==> src/rtl/bytefifo_pkg.sv <==
package bytefifo_pkg;
  typedef logic [7:0] byte_t;

  // Place two bytes on the 16-bit port lanes; "first" is the older byte.
  function automatic logic [15:0] join_lanes(input logic hi_first, input byte_t first,
                                             input byte_t second);
    return hi_first ? {first, second} : {second, first};
  endfunction

  function automatic byte_t lane_first(input logic hi_first, input logic [15:0] w);
    return hi_first ? w[15:8] : w[7:0];
  endfunction

  function automatic byte_t lane_second(input logic hi_first, input logic [15:0] w);
    return hi_first ? w[7:0] : w[15:8];
  endfunction
endpackage

==> src/rtl/bytefifo_tx.sv <==
module bytefifo_tx
  import bytefifo_pkg::*;
#(
  parameter int DEPTH = 4,
  localparam int CW = $clog2(DEPTH + 1),
  localparam int AW = $clog2(DEPTH)
) (
  input  logic          clk,
  input  logic          rst_n,
  input  logic          push2,
  input  logic          push1,
  input  byte_t         first,
  input  byte_t         second,
  input  logic          pop,
  output byte_t         head,
  output logic [CW-1:0] cnt,
  output logic          accept,
  output logic          underflow_ev,
  output logic          drained_ev
);
  byte_t       mem   [DEPTH];
  byte_t       n_mem [DEPTH];
  logic [CW-1:0] n_cnt;
  logic        lock, n_lock;

  always_comb begin
    n_mem        = mem;
    n_cnt        = cnt;
    n_lock       = lock;
    accept       = 1'b0;
    underflow_ev = 1'b0;
    drained_ev   = 1'b0;
    if (pop) begin
      if (cnt != '0) begin
        n_cnt = cnt - CW'(1);
        if (cnt == CW'(1)) begin
          drained_ev = 1'b1;
          n_lock     = 1'b0;
        end
      end else begin
        underflow_ev = 1'b1;
      end
    end
    // Oldest byte sits at the top filled position; new bytes enter at 0.
    if (push2 && !n_lock && (n_cnt <= CW'(DEPTH - 2))) begin
      for (int i = 2; i < DEPTH; i++) n_mem[i] = mem[i-2];
      n_mem[1] = first;
      n_mem[0] = second;
      n_cnt    = n_cnt + CW'(2);
      accept   = 1'b1;
    end else if (push1 && !n_lock && (n_cnt < CW'(DEPTH))) begin
      for (int i = 1; i < DEPTH; i++) n_mem[i] = mem[i-1];
      n_mem[0] = first;
      n_cnt    = n_cnt + CW'(1);
      n_lock   = 1'b1;
      accept   = 1'b1;
    end
  end

  always_ff @(posedge clk or negedge rst_n) begin
    if (!rst_n) begin
      for (int i = 0; i < DEPTH; i++) mem[i] <= '0;
      cnt  <= '0;
      lock <= 1'b0;
    end else begin
      mem  <= n_mem;
      cnt  <= n_cnt;
      lock <= n_lock;
    end
  end

  assign head = (cnt != '0) ? mem[AW'(cnt - CW'(1))] : '0;

  // count never exceeds the depth
  p_tx_bounded_r3: assert property (@(posedge clk) disable iff (!rst_n)
    cnt <= CW'(DEPTH));

  // a word push into a nearly full buffer leaves count and head alone
  p_tx_keep_r3: assert property (@(posedge clk) disable iff (!rst_n)
    (push2 && !pop && cnt > CW'(DEPTH - 2)) |=> (cnt == $past(cnt)) && $stable(head));

  // once the last byte is in, further writes do not move the count
  p_tx_lock_r4: assert property (@(posedge clk) disable iff (!rst_n)
    (lock && (push1 || push2) && !pop) |=> $stable(cnt));
endmodule

==> src/rtl/bytefifo_rx.sv <==
module bytefifo_rx
  import bytefifo_pkg::*;
#(
  parameter int DEPTH = 4,
  localparam int CW = $clog2(DEPTH + 1),
  localparam int AW = $clog2(DEPTH)
) (
  input  logic          clk,
  input  logic          rst_n,
  input  logic          push,
  input  byte_t         din,
  input  logic          pop,
  output byte_t         first,
  output byte_t         second,
  output logic [CW-1:0] cnt,
  output logic          overrun_ev,
  output logic          single_ev
);
  byte_t       mem   [DEPTH];
  byte_t       n_mem [DEPTH];
  logic [CW-1:0] n_cnt;

  always_comb begin
    n_mem      = mem;
    n_cnt      = cnt;
    overrun_ev = 1'b0;
    single_ev  = 1'b0;
    if (pop) begin
      if (cnt >= CW'(2)) begin
        for (int i = 0; i < DEPTH - 2; i++) n_mem[i] = mem[i+2];
        n_cnt = cnt - CW'(2);
      end else if (cnt == CW'(1)) begin
        n_cnt     = '0;
        single_ev = 1'b1;
      end
    end
    if (push) begin
      if (n_cnt < CW'(DEPTH)) begin
        n_mem[AW'(n_cnt)] = din;
        n_cnt = n_cnt + CW'(1);
      end else begin
        overrun_ev = 1'b1;
      end
    end
  end

  always_ff @(posedge clk or negedge rst_n) begin
    if (!rst_n) begin
      for (int i = 0; i < DEPTH; i++) mem[i] <= '0;
      cnt <= '0;
    end else begin
      mem <= n_mem;
      cnt <= n_cnt;
    end
  end

  assign first  = (cnt != '0)      ? mem[0] : '0;
  assign second = (cnt >= CW'(2))  ? mem[1] : '0;

  // count never exceeds the depth
  p_rx_bounded_r8: assert property (@(posedge clk) disable iff (!rst_n)
    cnt <= CW'(DEPTH));

  // a byte arriving on a full buffer leaves the held bytes untouched
  p_rx_drop_r8: assert property (@(posedge clk) disable iff (!rst_n)
    (push && !pop && cnt == CW'(DEPTH)) |=> (cnt == CW'(DEPTH)) && $stable(first) && $stable(second));

  // a read of a lone byte empties the buffer
  p_rx_single_r7: assert property (@(posedge clk) disable iff (!rst_n)
    (pop && !push && cnt == CW'(1)) |=> (cnt == '0));
endmodule

==> src/rtl/bytefifo_top.sv <==
module bytefifo_top
  import bytefifo_pkg::*;
#(
  parameter int DEPTH = 4,
  localparam int CW = $clog2(DEPTH + 1)
) (
  input  logic          clk,
  input  logic          rst_n,
  input  logic          enable,
  input  logic          msb_first,
  input  logic          wr_en,
  input  logic          wr_narrow,
  input  logic [15:0]   wr_data,
  input  logic          rd_en,
  output logic [15:0]   rd_data,
  input  logic          ser_tx_req,
  output logic [7:0]    ser_tx_data,
  input  logic          ser_rx_valid,
  input  logic [7:0]    ser_rx_data,
  output logic [CW-1:0] tx_count,
  output logic [CW-1:0] rx_count,
  output logic          tx_ready,
  output logic          tx_underflow,
  output logic          rx_ready,
  output logic          rx_overrun,
  output logic          rx_single
);
  // Gated strobes and internal events, named for the checks below.
  logic  wr_word_g, wr_byte_g, tx_pop_g, rx_push_g, rd_g;
  logic  tx_accept, tx_under_ev, tx_drain_ev, rx_over_ev, rx_single_ev;
  byte_t wr_first, wr_second, rx_first, rx_second;

  assign wr_word_g = enable && wr_en && !wr_narrow;
  assign wr_byte_g = enable && wr_en && wr_narrow;
  assign tx_pop_g  = enable && ser_tx_req;
  assign rx_push_g = enable && ser_rx_valid;
  assign rd_g      = enable && rd_en;

  // A narrow write always carries its byte on the low lane.
  assign wr_first  = wr_narrow ? wr_data[7:0] : lane_first(msb_first, wr_data);
  assign wr_second = lane_second(msb_first, wr_data);

  bytefifo_tx #(.DEPTH(DEPTH)) u_tx (
    .clk, .rst_n,
    .push2(wr_word_g), .push1(wr_byte_g),
    .first(wr_first), .second(wr_second),
    .pop(tx_pop_g), .head(ser_tx_data), .cnt(tx_count),
    .accept(tx_accept), .underflow_ev(tx_under_ev), .drained_ev(tx_drain_ev)
  );

  bytefifo_rx #(.DEPTH(DEPTH)) u_rx (
    .clk, .rst_n,
    .push(rx_push_g), .din(ser_rx_data), .pop(rd_g),
    .first(rx_first), .second(rx_second), .cnt(rx_count),
    .overrun_ev(rx_over_ev), .single_ev(rx_single_ev)
  );

  assign rd_data = join_lanes(msb_first, rx_first, rx_second);

  always_ff @(posedge clk or negedge rst_n) begin
    if (!rst_n) begin
      tx_ready     <= 1'b0;
      tx_underflow <= 1'b0;
      rx_ready     <= 1'b0;
      rx_overrun   <= 1'b0;
      rx_single    <= 1'b0;
    end else begin
      if (tx_drain_ev || tx_under_ev) tx_ready <= 1'b1;
      else if (tx_accept)             tx_ready <= 1'b0;
      if (tx_under_ev)                tx_underflow <= 1'b1;
      else if (tx_accept)             tx_underflow <= 1'b0;
      if (rx_push_g)                  rx_ready <= 1'b1;
      else if (rd_g)                  rx_ready <= 1'b0;
      if (rx_over_ev)                 rx_overrun <= 1'b1;
      else if (rd_g)                  rx_overrun <= 1'b0;
      if (rd_g)                       rx_single <= rx_single_ev;
    end
  end

  // a disabled block holds its counts and flags
  p_disabled_hold_r9: assert property (@(posedge clk) disable iff (!rst_n)
    !enable |=> $stable(tx_count) && $stable(rx_count) && $stable(tx_ready) &&
                $stable(tx_underflow) && $stable(rx_ready) && $stable(rx_overrun) &&
                $stable(rx_single));

  // a request on an empty transmit buffer raises underflow and ready
  p_underflow_flag_r5: assert property (@(posedge clk) disable iff (!rst_n)
    (enable && ser_tx_req && tx_count == '0) |=> tx_underflow && tx_ready);

  // a read with no byte arriving clears receive ready and overrun
  p_read_clears_r8: assert property (@(posedge clk) disable iff (!rst_n)
    (enable && rd_en && !ser_rx_valid) |=> !rx_ready && !rx_overrun);
endmodule

==> config.mk <==
export PLATFORM = sky130hd
export DESIGN_NAME = bytefifo_top
export DESIGN_NICKNAME = d
export VERILOG_FILES = /design/src/rtl/bytefifo_pkg.sv /design/src/rtl/bytefifo_tx.sv /design/src/rtl/bytefifo_rx.sv /design/src/rtl/bytefifo_top.sv
export SDC_FILE = /design/constraint.sdc
export NUM_CORES = 1
export LEC_CHECK = 0
export BUFFER_PORTS_ARGS = -buffer_cell sky130_fd_sc_hd__buf_4
export CAP_MARGIN = 20
export CORE_UTILIZATION = 40
export DETAILED_ROUTE_END_ITERATION = 6
export HOLD_SLACK_MARGIN = 0.12
export PLACE_DENSITY = 0.56
export SYNTH_ARGS = -nofsm -noshare
export SYNTH_HDL_FRONTEND = slang
export SYNTH_HIERARCHICAL = 1
export SYNTH_SLANG_ARGS = --single-unit
==> constraint.sdc <==
create_clock -name clk -period 3.66 [get_ports clk]
set_input_delay 0.732 -clock clk [delete_from_list [all_inputs] [get_ports clk]]
set_output_delay 0.732 -clock clk [all_outputs]
set_load 0.03 [all_outputs]
==> impl_results.html <==
<table>
<tr><th>Metric</th><th>Value</th></tr>
<tr><th colspan="2">Run status</th></tr>
<tr><td>Run status</td><td>complete, no violations</td></tr>
<tr><th colspan="2">Logic synthesis</th></tr>
<tr><td>Synth Net Count</td><td>442</td></tr>
<tr><td>Sequential fraction of the synthesis area</td><td>42.1%</td></tr>
<tr><td>Cell count after synthesis</td><td>402</td></tr>
<tr><td>Yosys cell types</td><td>45</td></tr>
<tr><td>Register bit count reported by yosys</td><td>76</td></tr>
<tr><td>Synth cell count leaders</td><td>dfrtp_1, mux2_2, inv_1</td></tr>
<tr><td>Proportion of synthesized flip-flops having asynchronous set or reset</td><td>100%</td></tr>
<tr><td>Warnings from Yosys</td><td>6</td></tr>
<tr><td>Dominant cell type by area after synthesis</td><td>dfrtp_1</td></tr>
<tr><td>Cell with the most instances after synthesis</td><td>dfrtp_1</td></tr>
<tr><td>Top area cells in the synthesized netlist</td><td>dfrtp_1, mux2_2, o221ai_1</td></tr>
<tr><td>Yosys top cell area share</td><td>42.1%</td></tr>
<tr><td>Post-synth top flop</td><td>dfrtp_1</td></tr>
<tr><td>Cell area after technology mapping</td><td>4520 um2</td></tr>
<tr><td>Average footprint of a synthesized cell</td><td>11.2 um2</td></tr>
<tr><td>Number of flops mapped to enable cells by yosys</td><td>0</td></tr>
<tr><th colspan="2">Critical path</th></tr>
<tr><td>Worst path required time</td><td>3.89 ns</td></tr>
<tr><td>Critical register-to-register path endpoint</td><td>u_tx/mem[22]$_DFFE_PN0P_</td></tr>
<tr><td>Worst Setup Path Type</td><td>reg -&gt; reg</td></tr>
<tr><td>Worst reg-to-reg setup slack</td><td>0.58 ns</td></tr>
<tr><td>Critical Path Sink Type</td><td>flip-flop</td></tr>
<tr><td>Startpoint of the lowest-slack register-to-register path</td><td>u_tx/cnt[1]$_DFF_PN0_</td></tr>
<tr><td>Worst Reg2Reg Path Length in Cells</td><td>11</td></tr>
<tr><td>Nature of the critical path startpoint</td><td>flip-flop</td></tr>
<tr><td>Worst EP arrival</td><td>3.31 ns</td></tr>
<tr><td>Maximum fanout along the worst path</td><td>12</td></tr>
<tr><th colspan="2">Route</th></tr>
<tr><td>Via-to-Cell Ratio</td><td>5.43</td></tr>
<tr><td>Antenna Nets Post-Route</td><td>0</td></tr>
<tr><td>Routed len/inst</td><td>16.9 um</td></tr>
<tr><td>Router iterations before antenna repair</td><td>4</td></tr>
<tr><td>Total wire length</td><td>10300 um</td></tr>
<tr><td>Drt drc</td><td>0</td></tr>
<tr><td>Via count of the routed design</td><td>3329</td></tr>
<tr><td>Detailed Route Iter0 Violations</td><td>135</td></tr>
<tr><th colspan="2">Floorplan</th></tr>
<tr><td>Row Count</td><td>38</td></tr>
<tr><td>Initial core utilization</td><td>41.3%</td></tr>
<tr><td>Die Outline Area</td><td>11700 um2</td></tr>
<tr><td>Y dimension of the die</td><td>108 um</td></tr>
<tr><td>Number of top-level pins</td><td>68</td></tr>
<tr><td>Chip Width</td><td>108 um</td></tr>
<tr><td>Core Footprint</td><td>10900 um2</td></tr>
<tr><th colspan="2">Pwr</th></tr>
<tr><td>Worst-case vdd ir drop</td><td>534 uV</td></tr>
<tr><td>Total power density per cell area</td><td>956 nW/um2</td></tr>
<tr><td>Power consumption</td><td>5190 uW</td></tr>
<tr><td>Static Leak</td><td>0.00249 uW</td></tr>
<tr><th colspan="2">Clock tree</th></tr>
<tr><td>Clock latency on the worst-skew pair</td><td>0.33 ns</td></tr>
<tr><td>CTS tree</td><td>done</td></tr>
<tr><td>Maximum number of buffers from clock root to sink</td><td>2</td></tr>
<tr><td>Num CTS Buffers</td><td>9</td></tr>
<tr><td>Clock edge transition at the registers on the reported setup and hold paths</td><td>0.06 ns</td></tr>
<tr><td>Setup repair bufs after CTS</td><td>0</td></tr>
<tr><td>Clock Tree Root</td><td>clkbuf_16</td></tr>
<tr><td>CTS H-tree depth</td><td>3</td></tr>
<tr><td>Hold-fix buffer count after cts</td><td>0</td></tr>
<tr><td>Sinks on Clock Net</td><td>76</td></tr>
<tr><td>Number of instances resized during post-cts repair</td><td>0</td></tr>
<tr><th colspan="2">Cells and area</th></tr>
<tr><td>Proportion of layout cells with a drive suffix above 1</td><td>40.2%</td></tr>
<tr><td>N_diodes</td><td>0</td></tr>
<tr><td>Final design utilization</td><td>49.6%</td></tr>
<tr><td>Area delta synth-&gt;final</td><td>20.2%</td></tr>
<tr><td>Layout Nets</td><td>508</td></tr>
<tr><th colspan="2">STA</th></tr>
<tr><td>Period Utilization, post-route</td><td>84.0%</td></tr>
<tr><td>Unrepaired setup endpoints after global routing</td><td>false</td></tr>
<tr><td>Summed negative setup slack over all endpoints</td><td>0 ns</td></tr>
<tr><td>Hold slack final</td><td>0.479 ns</td></tr>
<tr><td>Final hold vios</td><td>0</td></tr>
<tr><td>Max transition margin</td><td>35.1%</td></tr>
<tr><td>Transition at the pin with the smallest max-transition slack</td><td>0.973 ns</td></tr>
<tr><td>Final-report max-slew violation count</td><td>0</td></tr>
<tr><td>Worst clock skew</td><td>0.00702 ns</td></tr>
<tr><td>Final setup viols</td><td>0</td></tr>
<tr><td>Min Tclk post-route</td><td>3.08 ns</td></tr>
<tr><td>Achievable frequency</td><td>325 MHz</td></tr>
<tr><th colspan="2">GRT</th></tr>
<tr><td>Global router's overall resource usage</td><td>19.1%</td></tr>
<tr><td>First-pass GRT wire length</td><td>17100 um</td></tr>
<tr><td>GR Overflow Total</td><td>0</td></tr>
<tr><td>Initial antenna violation count</td><td>0</td></tr>
<tr><td>Number of global-route vias before repair</td><td>3356</td></tr>
<tr><td>Maximum number of pins on one net before global-route repair</td><td>77</td></tr>
<tr><th colspan="2">Worst hold path</th></tr>
<tr><td>Cell depth of the worst hold path</td><td>1</td></tr>
<tr><td>Hold wc startpoint</td><td>rx_overrun$_DFFE_PN0P_</td></tr>
<tr><td>Endpoint of the worst hold-timing path</td><td>rx_overrun$_DFFE_PN0P_</td></tr>
<tr><td>Class of the tightest hold or removal check</td><td>reg -&gt; reg</td></tr>
<tr><th colspan="2">Flow run</th></tr>
<tr><td>Count of maximum capacitance violations</td><td>0</td></tr>
<tr><th colspan="2">Place</th></tr>
<tr><td>Routability Congestion</td><td>0.794</td></tr>
<tr><td>Number of input and output port buffers inserted</td><td>67</td></tr>
<tr><td>HPWL Detailed</td><td>6880 um</td></tr>
</table>
==> layout make-up <==
class	count	area [um2]
fillers	1004	5510
multi-input cells	258	2290
flip-flops and latches	76	1900
repair buffers	76	571
clock buffers	10	239
inverters	47	176
well taps	140	175
clock inverters	6	71.3
==> layout by cell type, fill, tap and decap left out, types with 2 or more instances in the layout <==
cell type / synthesis / final
a211o_1: 2 / 2
a21o_1: 4 / 4
a21oi_1: 3 / 3
and2_1: 18 / 18
buf_4: 1 / 76
clkbuf_16: 0 / 9
clkinvlp_4: 0 / 2
dfrtp_1: 76 / 76
ha_1: 7 / 7
inv_1: 47 / 47
inv_6: 0 / 2
mux2_2: 74 / 74
mux2_4: 8 / 8
mux4_2: 8 / 8
nand2_1: 11 / 11
nand2b_1: 4 / 4
nand3_1: 40 / 40
nand4_1: 3 / 3
nor2_1: 9 / 9
nor2b_1: 9 / 9
nor3_1: 2 / 2
o211ai_1: 7 / 7
o21ai_0: 2 / 2
o221ai_1: 26 / 26
xnor2_1: 3 / 3
==> where the power goes <==
part	leakage (uW)	total (uW)	switching (uW)	internal (uW)
clock	0.000146	919	366	553
sequential	0.000932	1480	237	1240
combinational	0.00141	2790	1520	1280
==> cell families after synthesis <==
group | count (synthesis) | synth area share, %
AND/OR/NAND/NOR | 105 | 13.4
multiplexers | 90 | 25.1
flip-flops | 76 | 42.1
buffers and inverters | 68 | 7.12
AO/OA/AOI/OAI | 52 | 9.61
adder cells (fa/ha/maj) | 7 | 1.94
XOR/XNOR | 4 | 0.776
==> metrics by stage <==
stage	setup WS, ns	std cells	area (um2)
final	0.584	613	5430
after global routing	0.263	613	5430
after CTS	0.539	613	5430
after detailed placement	0.501	597	5120
after global placement	0.587	597	5120
after floorplan	0.352	402	4520
==> metal layers <==
metal  vias up  GRT usage, %  wire length (um)
li1       1580             -                 -
met4         0          5.79               166
met3        18          3.38               457
met1      1640          25.0              4770
met5         -             0                 0
met2        91          32.3              4940
==> worst max-delay path by stage <==
stage	start	endpoint	slack [ns]	cells past startpoint
after CTS	u_tx/cnt[1]$_DFF_PN0_	u_tx/mem[22]$_DFFE_PN0P_	0.54	11
final	u_tx/cnt[1]$_DFF_PN0_	u_tx/mem[22]$_DFFE_PN0P_	0.58	11
after detailed placement	enable	u_tx/mem[18]$_DFFE_PN0P_	0.50	9
after global placement	enable	u_tx/mem[10]$_DFFE_PN0P_	0.59	11
after global routing	u_tx/cnt[0]$_DFF_PN0_	u_tx/cnt[1]$_DFF_PN0_	0.26	11
after floorplan	u_tx/cnt[0]$_DFF_PN0_	tx_ready$_DFFE_PN0P_	0.35	15
==> worst max-delay path, stage by stage, from the launching register on <==
cell and delay (ns):
dfrtp_1 0.39, inv_1 0.12, ha_1 0.20, nand2b_1 0.28
a21o_1 0.30, nand2_1 0.12, inv_1 0.08, ha_1 0.22
o21ai_0 0.34, nor3b_2 0.27, nand2_1 0.33, o221ai_1 0.32
(Power assumes the default switching activity.)
